### src/rtl/irq_latch_pkg.sv
package irq_latch_pkg;
    typedef enum logic {
        ST_SEED = 1'b0,
        ST_RUN  = 1'b1
    } irq_state_e;
endpackage

### src/rtl/irq_status_reg.sv
module irq_status_reg #(
    parameter int          DATA_W = 32,
    parameter logic [DATA_W-1:0] STICKY = '0
) (
    input  logic              clk,
    input  logic              rst_n,
    input  logic              seed,
    input  logic              run,
    input  logic              wr_en,
    input  logic [DATA_W-1:0] keep_bits,
    input  logic [DATA_W-1:0] req,
    output logic [DATA_W-1:0] status
);
    logic [DATA_W-1:0] status_q;

    for (genvar i = 0; i < DATA_W; i++) begin : g_bit
        always_ff @(posedge clk or negedge rst_n) begin
            if (!rst_n) begin
                status_q[i] <= 1'b0;
            end else if (seed) begin
                status_q[i] <= STICKY[i] | req[i];
            end else if (wr_en) begin
                status_q[i] <= (status_q[i] & keep_bits[i]) | STICKY[i] | req[i];
            end else begin
                status_q[i] <= status_q[i] | req[i];
            end
        end
    end

    assign status = status_q;


    req_latch_chk: assert property (@(posedge clk) disable iff (!rst_n)
        (run && (|req)) |=> ((status_q & $past(req)) == $past(req)));


    ack_clear_chk: assert property (@(posedge clk) disable iff (!rst_n)
        (run && wr_en) |=> ((status_q & ~$past(keep_bits) & ~$past(req) & ~STICKY) == '0));


    sticky_hold_chk: assert property (@(posedge clk) disable iff (!rst_n)
        run |-> ((status_q & STICKY) == STICKY));
endmodule

### src/rtl/irq_mask_reg.sv
module irq_mask_reg #(
    parameter int DATA_W = 32
) (
    input  logic              clk,
    input  logic              rst_n,
    input  logic              wr_en,
    input  logic              half,
    input  logic [DATA_W-1:0] wdata,
    output logic [DATA_W-1:0] mask
);
    localparam int HALF_W = DATA_W / 2;

    logic [DATA_W-1:0] mask_q;

    always_ff @(posedge clk or negedge rst_n) begin
        if (!rst_n) begin
            mask_q <= '0;
        end else if (wr_en) begin
            mask_q <= half ? {mask_q[DATA_W-1:HALF_W], wdata[HALF_W-1:0]} : wdata;
        end
    end

    assign mask = mask_q;


    mask_load_chk: assert property (@(posedge clk) disable iff (!rst_n)
        (wr_en && !half) |=> (mask_q == $past(wdata)));


    mask_upper_keep_chk: assert property (@(posedge clk) disable iff (!rst_n)
        (wr_en && half) |=> (mask_q[DATA_W-1:HALF_W] == $past(mask_q[DATA_W-1:HALF_W])));
endmodule

### src/rtl/irq_latch_ctrl.sv
module irq_latch_ctrl #(
    parameter int          ADDR_W      = 8,
    parameter int          DATA_W      = 32,
    parameter logic [ADDR_W-1:0] STAT_OFS = 8'h70,
    parameter logic [ADDR_W-1:0] MASK_OFS = 8'h74,
    parameter logic [DATA_W-1:0] STICKY_SRCS = 32'h0000_0280
) (
    input  logic              clk,
    input  logic              rst_n,
    input  logic [ADDR_W-1:0] bus_addr,
    input  logic              bus_wr,
    input  logic              bus_half,
    input  logic [DATA_W-1:0] bus_wdata,
    output logic [DATA_W-1:0] bus_rdata,
    input  logic [DATA_W-1:0] irq_req,
    output logic              cpu_irq
);
    import irq_latch_pkg::*;

    localparam int HALF_W = DATA_W / 2;

    irq_state_e state_q, state_d;
    logic seed, run;
    logic hit_stat, hit_mask;
    logic wr_stat, wr_mask;
    logic [DATA_W-1:0] keep_bits;
    logic [DATA_W-1:0] status, mask;
    logic [DATA_W-1:0] rd_full;
    logic irq_q;

    // State register
    always_ff @(posedge clk or negedge rst_n) begin
        if (!rst_n) begin
            state_q <= ST_SEED;
        end else begin
            state_q <= state_d;
        end
    end

    // Next state and state outputs
    always_comb begin
        state_d = state_q;
        seed    = 1'b0;
        run     = 1'b0;
        unique case (state_q)
            ST_SEED: begin
                seed    = 1'b1;
                state_d = ST_RUN;
            end
            ST_RUN: begin
                run = 1'b1;
            end
        endcase
    end

    assign hit_stat = (bus_addr == STAT_OFS);
    assign hit_mask = (bus_addr == MASK_OFS);
    assign wr_stat  = run && bus_wr && hit_stat;
    assign wr_mask  = run && bus_wr && hit_mask;

    // A half-width acknowledge treats the upper half as written with ones.
    assign keep_bits = bus_half ? {{HALF_W{1'b1}}, bus_wdata[HALF_W-1:0]} : bus_wdata;

    irq_status_reg #(
        .DATA_W (DATA_W),
        .STICKY (STICKY_SRCS)
    ) u_status (
        .clk       (clk),
        .rst_n     (rst_n),
        .seed      (seed),
        .run       (run),
        .wr_en     (wr_stat),
        .keep_bits (keep_bits),
        .req       (irq_req),
        .status    (status)
    );

    irq_mask_reg #(
        .DATA_W (DATA_W)
    ) u_mask (
        .clk   (clk),
        .rst_n (rst_n),
        .wr_en (wr_mask),
        .half  (bus_half),
        .wdata (bus_wdata),
        .mask  (mask)
    );

    always_comb begin
        rd_full = '0;
        if (hit_stat) rd_full = status;
        else if (hit_mask) rd_full = mask;
    end

    assign bus_rdata = bus_half ? {{HALF_W{1'b0}}, rd_full[HALF_W-1:0]} : rd_full;

    always_ff @(posedge clk or negedge rst_n) begin
        if (!rst_n) begin
            irq_q <= 1'b0;
        end else begin
            irq_q <= |(status & mask);
        end
    end

    assign cpu_irq = irq_q;


    irq_follow_chk: assert property (@(posedge clk) disable iff (!rst_n)
        cpu_irq == $past(|(status & mask)));


    unmask_raise_chk: assert property (@(posedge clk) disable iff (!rst_n)
        (wr_mask && !bus_half && (|(status & bus_wdata))) |=> ##1 cpu_irq);


    seed_once_chk: assert property (@(posedge clk) disable iff (!rst_n)
        (state_q == ST_RUN) |=> (state_q == ST_RUN));
endmodule

### config.mk
export PLATFORM = sky130hd
export DESIGN_NAME = irq_latch_ctrl
export DESIGN_NICKNAME = d
export VERILOG_FILES = /design/src/rtl/irq_latch_pkg.sv /design/src/rtl/irq_status_reg.sv /design/src/rtl/irq_mask_reg.sv /design/src/rtl/irq_latch_ctrl.sv
export SDC_FILE = /design/constraint.sdc
export NUM_CORES = 1
export LEC_CHECK = 0
export ABC_AREA = 1
export BUFFER_PORTS_ARGS = -buffer_cell sky130_fd_sc_hd__buf_4
export CELL_PAD_IN_SITES_DETAIL_PLACEMENT = 1
export CELL_PAD_IN_SITES_GLOBAL_PLACEMENT = 2
export CORE_MARGIN = 2
export CORE_UTILIZATION = 25
export CTS_CLUSTER_SIZE = 30
export DETAILED_ROUTE_END_ITERATION = 10
export PLACE_DENSITY = 0.75
export SETUP_SLACK_MARGIN = 0.1
export SLEW_MARGIN = 5
export SYNTH_ARGS = -nofsm -noshare
export SYNTH_HDL_FRONTEND = slang
export SYNTH_SLANG_ARGS = --single-unit
### constraint.sdc
create_clock -name clk -period 3.94 [get_ports clk]
set_clock_uncertainty 0.15 [all_clocks]
set_input_delay 0 -clock clk [delete_from_list [all_inputs] [get_ports clk]]
set_output_delay 0 -clock clk [all_outputs]
set_load 0.01 [all_outputs]
==> results of run 1 <==
-- sequential cells by signal, indices dropped and copies added (netlist names) --
name	cells
u_status.status	32
state_q	1
u_mask.mask	32
cpu_irq	1
-- metrics by stage --
step,instance area [µm²],instances
after floorplan,4000,598
after CTS,6220,1015
after global routing,6220,1015
final,6220,1015
after detailed placement,4920,899
after global placement,4920,899
-- logic make-up (layout without fill, tap and decap cells) --
group	Yosys count	count (layout)	synth area share
AOI/OAI and AO/OA	32	32	0.0450
and+or+nand+nor	391	391	0.419
other	1	1	0.000937
DFF	66	66	0.413
buffers and inverters	108	309	0.122
-- cell type report --
| cell class | count | area [µm²] | share of cell area |
|---|---|---|---|
| repair buffers | 211 | 1830 | 0.295 |
| inverters | 82 | 308 | 0.0495 |
| clock inverters | 7 | 68.8 | 0.0111 |
| multi-input cells | 424 | 1860 | 0.299 |
| clock buffers | 9 | 225 | 0.0362 |
| well taps | 216 | 270 | 0.0435 |
| flip-flops and latches | 66 | 1650 | 0.266 |
-- worst max-delay path: cells and delay by family --
kind,cells,cell delay (ns)
simple gates,6,1.49
buf+inv,2,0.69
-- power by group through the flow --
stage / sequential, mW / clock, mW / combinational, mW
global route: 0.740 / 0.859 / 0.327
global placement: 0.747 / 0 / 0.206
floorplan: 0.741 / 0 / 0.0949
finish: 0.736 / 0.818 / 0.292
detailed placement: 0.748 / 0 / 0.211
CTS: 0.736 / 0.833 / 0.293
-- cell usage in the layout, fill, tap and decap left out --
master / n
dlygate4sd3_1: 100
nand4_1: 16
clkinv_1: 2
nand3_1: 41
clkinv_2: 3
inv_6: 1
clkinvlp_4: 2
nor2_4: 4
a21boi_0: 8
a21oi_1: 16
nor2_8: 3
nand2_1: 292
clkbuf_16: 9
o21ai_0: 8
nand4_4: 1
nor2_1: 29
buf_4: 111
nand2_2: 3
conb_1: 1
nand2_4: 2
inv_1: 80
dfrtp_1: 66
bufinv_16: 1
-- metal layers --
| layer | vias up | global-route usage | routed length [µm] |
|---|---|---|---|
| met4 | 0 | 0.0469 | 199 |
| met5 | - | 0 | 0 |
| li1 | 2194 | - | - |
| met2 | 111 | 0.318 | 7230 |
| met1 | 2141 | 0.230 | 6710 |
| met3 | 15 | 0.0318 | 620 |
-- repair_timing --
action                                 4_1_cts  5_1_grt
hold buffers                               100        0
buffers inserted                             0        0
endpoints found under the hold margin      130        0
-- how the worst min path moves through the flow --
stage / start / to / slack (ns) / cells past startpoint
global route: bus_wr / u_mask.mask[1] / 0.02 / 5
finish: bus_wr / u_mask.mask[6] / 0.007 / 5
CTS: bus_wr / u_mask.mask[1] / 0.002 / 5
global placement: irq_req[6] / u_status.status[6] / 0.03 / 3
floorplan: rst_n / cpu_irq / -0.45 / 0
detailed placement: irq_req[4] / u_status.status[4] / 0.04 / 3
==> impl_metrics.toml, run 1 <==
[route]
ant_nets = 0
routedWlPerCell_um = 14.5
drt_pass1_iterations = 4
drt_iter0_markers = 244
wl_mm = 14.8
drc = 0
avgViaCountPerCell = 4.40
num_vias = 4461

[pwr]
vdd_drop_max_mv = 0.167
switching_share = 0.267
internal_power_mw = 1.35
total_power_mw = 1.85
power.switching_uw = 492
comb_power_share = 0.158
p_leak_nw = 3.35
power_frac_seq = 0.399
powerDensity_mw_per_mm2 = 297
pwr-share-clk = 0.443

[sta]
rsz0062_at_grt = "no"
worst_pin_slew_ns = 0.925
fin_crit_ns = 2.16
setup_viol = 0
finalSetupTns_ns = 0
max_freq_ghz = 0.462
holdWs_ns = 0.00660
setup_ws_ns = 1.78
hold_viol_final = 0
finalCritPeriodShare = 0.549
maxSlewViolCount = 0
maxSlewHeadroom = 0.383

[setup_path]
cp-endpoint = "u_status.status[1]"
crit_type = "in -> reg"
startpoint = "bus_addr[1]"
r2r_slack_ns = 1.90
worst-r2r-cell-count = 7
critPathSlowestCell = "nor2_8"
end_kind = "flip-flop"
arrival_ns = 2.23
crit_chain = "buf_4, nor2_4, nand2_4, nor2_8, nand3_1, nand2_1, nand2_1, dlygate4sd3_1"
max_stage_delay_ns = 0.74
r2r_end = "u_status.status[1]"
cp_max_fo = 63
crit_path_start_kind = "input pin"
r2r_start = "state_q"
critPathMostFrequentCell = "nand2_1"
critPathRequiredTime_ns = 4.01

[final_layout]
area_growth_pct = 55.4
final_layout_size_suffix_gt1_frac = 0.175
n_antenna_cell = 0
fillCellCount = 1983
final_util = 0.394
fin_nets = 870

[yosys]
synth_nets = 674
synth.cell_area_mm2 = 0.00400
yosys.area.top_type_share = 0.413
yosysSeqAreaShare = 0.413
synth_edf_count = 0
synth.area.top_cells = "dfrtp_1 41%, nand2_1 27%, inv_1 7.6%"
netlist_top_cells_count = "292 x nand2_1, 81 x inv_1, 66 x dfrtp_1, 41 x nand3_1, 29 x nor2_1"
syn_inst = 598
synth.avg_cell_area_um2 = 6.69
ys_types = 22
yosys.area.top_type = "dfrtp_1"
synthArstFlopShare = 1.00
ys_ff_latch = 66
ys_warn_count = 0
synth.most_common_cell = "nand2_1"
synth-main-ff-cell = "dfrtp_1"

[cts]
cts_inserted_buffers = 9
cts.sinks = 66
root_buffer = "clkbuf_16"
clkSlewWorstSetupHoldPaths_ns = 0.06
post_cts_resized = 0
clk_latency_ns = 0.34
tritoncts = "done"
clk_path_buf_depth = 2
htree_levels = 3

[floorplanning]
io_pins = 109
fp.dieH_um = 131
die_x_um = 131
core-area_mm2 = 0.0158
die_area_mm2 = 0.0170
initial_utilization = 0.254
rows = 46

[placement]
place_ws_ns = 1.79
gp_congestion = 0.732
dp_hpwl_mm = 9.22
io_buffers = 108

[flow_run]
drv_cap = 0

[grt]
grt_pass1_vias = 4750
grt_max_degree = 67
antenna_found_initial = 0
grt_use_total = 0.181
grt_overflow = 0
grt_pass1_wl_mm = 24.0

[outcome]
status = "completed"

[hold_path]
hold_class = "in -> reg"
Note: power is estimated with default switching activity, not from simulation.
==> run 2, diff against run 1 <==
--- a/config.mk
+++ b/config.mk
@@ -13,7 +13,7 @@
 export CORE_UTILIZATION = 25
 export CTS_CLUSTER_SIZE = 30
 export DETAILED_ROUTE_END_ITERATION = 10
-export PLACE_DENSITY = 0.75
+export PLACE_DENSITY = 0.78
 export SETUP_SLACK_MARGIN = 0.1
 export SLEW_MARGIN = 5
 export SYNTH_ARGS = -nofsm -noshare
==> constraint.sdc (replaced) <==
create_clock -name clk -period 1.8 [get_ports clk]
set_clock_uncertainty 0.15 [all_clocks]
set_input_delay 0 -clock clk [delete_from_list [all_inputs] [get_ports clk]]
set_output_delay 0 -clock clk [all_outputs]
set_load 0.01 [all_outputs]
==> impl_metrics.toml, run 2 (synthesis gave the netlist of run 1 again) <==
[floorplanning]
io_pins = 109
initial_utilization = 0.254
die_area_mm2 = 0.0170
core-area_mm2 = 0.0158
rows = 46
fp.dieH_um = 131
die_x_um = 131

[placement]
io_buffers = 108
place_ws_ns = 0.272
dp_hpwl_mm = 9.96
placedCellCount = 908
gp_congestion = 0.758

[sta]
maxSlewViolCount = 0
max_freq_ghz = 0.644
finalSetupTns_ns = 0
setup_viol = 0
hold_viol_final = 0
rsz0062_at_grt = "no"
finalCritPeriodShare = 0.863
setup_ws_ns = 0.246
fin_crit_ns = 1.55

[pwr]
powerDensity_mw_per_mm2 = 691
vdd_drop_max_mv = 0.504
p_leak_nw = 3.32

[cts]
clkSlewWorstSetupHoldPaths_ns = 0.06
tritoncts = "done"
cts.sinks = 66
root_buffer = "clkbuf_16"
htree_levels = 3
cts_inserted_buffers = 9
clk_path_buf_depth = 2
post_cts_resized = 0
clk_latency_ns = 0.35

[hold_path]
whs_path_depth = 5
hold_class = "in -> reg"

[grt]
grt_overflow = 0
grt_max_degree = 36
grt_pass1_vias = 4500
grt_pass1_wl_mm = 23.2
grt_use_total = 0.179
antenna_found_initial = 0

[final_layout]
mostFrequentLayoutCell = "nand2_1"
final-instance-count-excl-fill = 989
n_antenna_cell = 0
final_cell_mix = "292 x nand2_1, 116 x buf_4, 80 x inv_1"
fin_nets = 844
area_growth_pct = 50.5
final_layout_size_suffix_gt1_frac = 0.194

[setup_path]
worst-r2r-cell-count = 6
critPathRequiredTime_ns = 1.65
arrival_ns = 1.40
end_kind = "output pin"
crit_type = "reg -> out"
crit_path_start_kind = "flip-flop"
cp_max_fo = 3

[outcome]
status = "completed"

[route]
routedWlPerCell_um = 14.7
num_vias = 4311
drt_iter0_markers = 148
drc = 0
drt_pass1_iterations = 4
avgViaCountPerCell = 4.36
wl_mm = 14.5
ant_nets = 0

[flow_run]
drv_cap = 0
-- run 2: cell count changes in the layout (fill, tap and decap cells not counted) --
cell | previous run | this run
dlygate4sd3_1 | 100 | 65
buf_4 | 111 | 116
buf_12 | 0 | 4
clkinv_2 | 3 | 1
bufinv_16 | 1 | 2
clkbuf_8 | 0 | 1
clkinv_1 | 2 | 1
inv_2 | 0 | 1
-- run 2: layer usage --
layer | wire, µm | global-route usage | share of wire | vias to the layer above
li1 | - | - | - | 2146
met1 | 6760 | 0.227 | 0.47 | 2054
met2 | 6970 | 0.311 | 0.48 | 93
met3 | 502 | 0.0269 | 0.035 | 18
met4 | 278 | 0.0620 | 0.019 | 0
met5 | 0 | 0 | 0 | -
-- run 2: worst max-delay path, stage by stage, from the launching register on --
cell and delay (ns):
dfrtp_1 0.38, nand2_1 0.07, o21ai_0 0.41, buf_4 0.21
-- run 2: repair_timing --
action | 4_1_cts | 5_1_grt
hold buffers | 65 | 0
hold endpoints to repair | 130 | 0
buffers inserted | 0 | 0
-- run 2: path summary, 6_finish.rpt --
kind | endpoint | slack, ns | start
worst max-delay path | bus_rdata[1] | 0.25 | u_mask.mask[1]
worst min-delay path | u_mask.mask[6] | 0.003 | bus_wr
worst max register to register | u_status.status[22] | 0.37 | state_q
worst min register to register | u_mask.mask[2] | 0.35 | u_mask.mask[2]
max in group asynchronous | u_mask.mask[25] | 0.89 | rst_n
min in group asynchronous | u_status.status[20] | 0.03 | rst_n
-- run 2: where the power goes --
group | internal (mW) | switching [mW] | total (mW) | leakage, nW
Combinational | 0.295 | 0.293 | 0.589 | 2.36
Clock | 1.25 | 0.711 | 1.96 | 0.155
Sequential | 1.55 | 0.0536 | 1.61 | 0.810
-- run 2: metrics by stage --
step           hold slack [ns]   util  power (mW)  instance area (µm²)
4_1_cts                0.00297  0.382        4.23                 6020
5_1_grt                 0.0296  0.382        4.35                 6020
3_3_place_gp            -0.167  0.320        2.10                 5040
6_report               0.00291  0.382        4.16                 6020
2_1_floorplan           -0.446      -        1.83                 4000
3_5_place_dp            -0.155  0.320        2.12                 5040
-- run 2: final cells by class --
type | instances | area (µm²)
clock buffers | 10 | 239
clock inverters | 6 | 88.8
flip-flops and latches | 66 | 1650
well taps | 216 | 270
multi-input cells | 424 | 1860
repair buffers | 185 | 1600
inverters | 82 | 308
fillers | 1983 | 9750
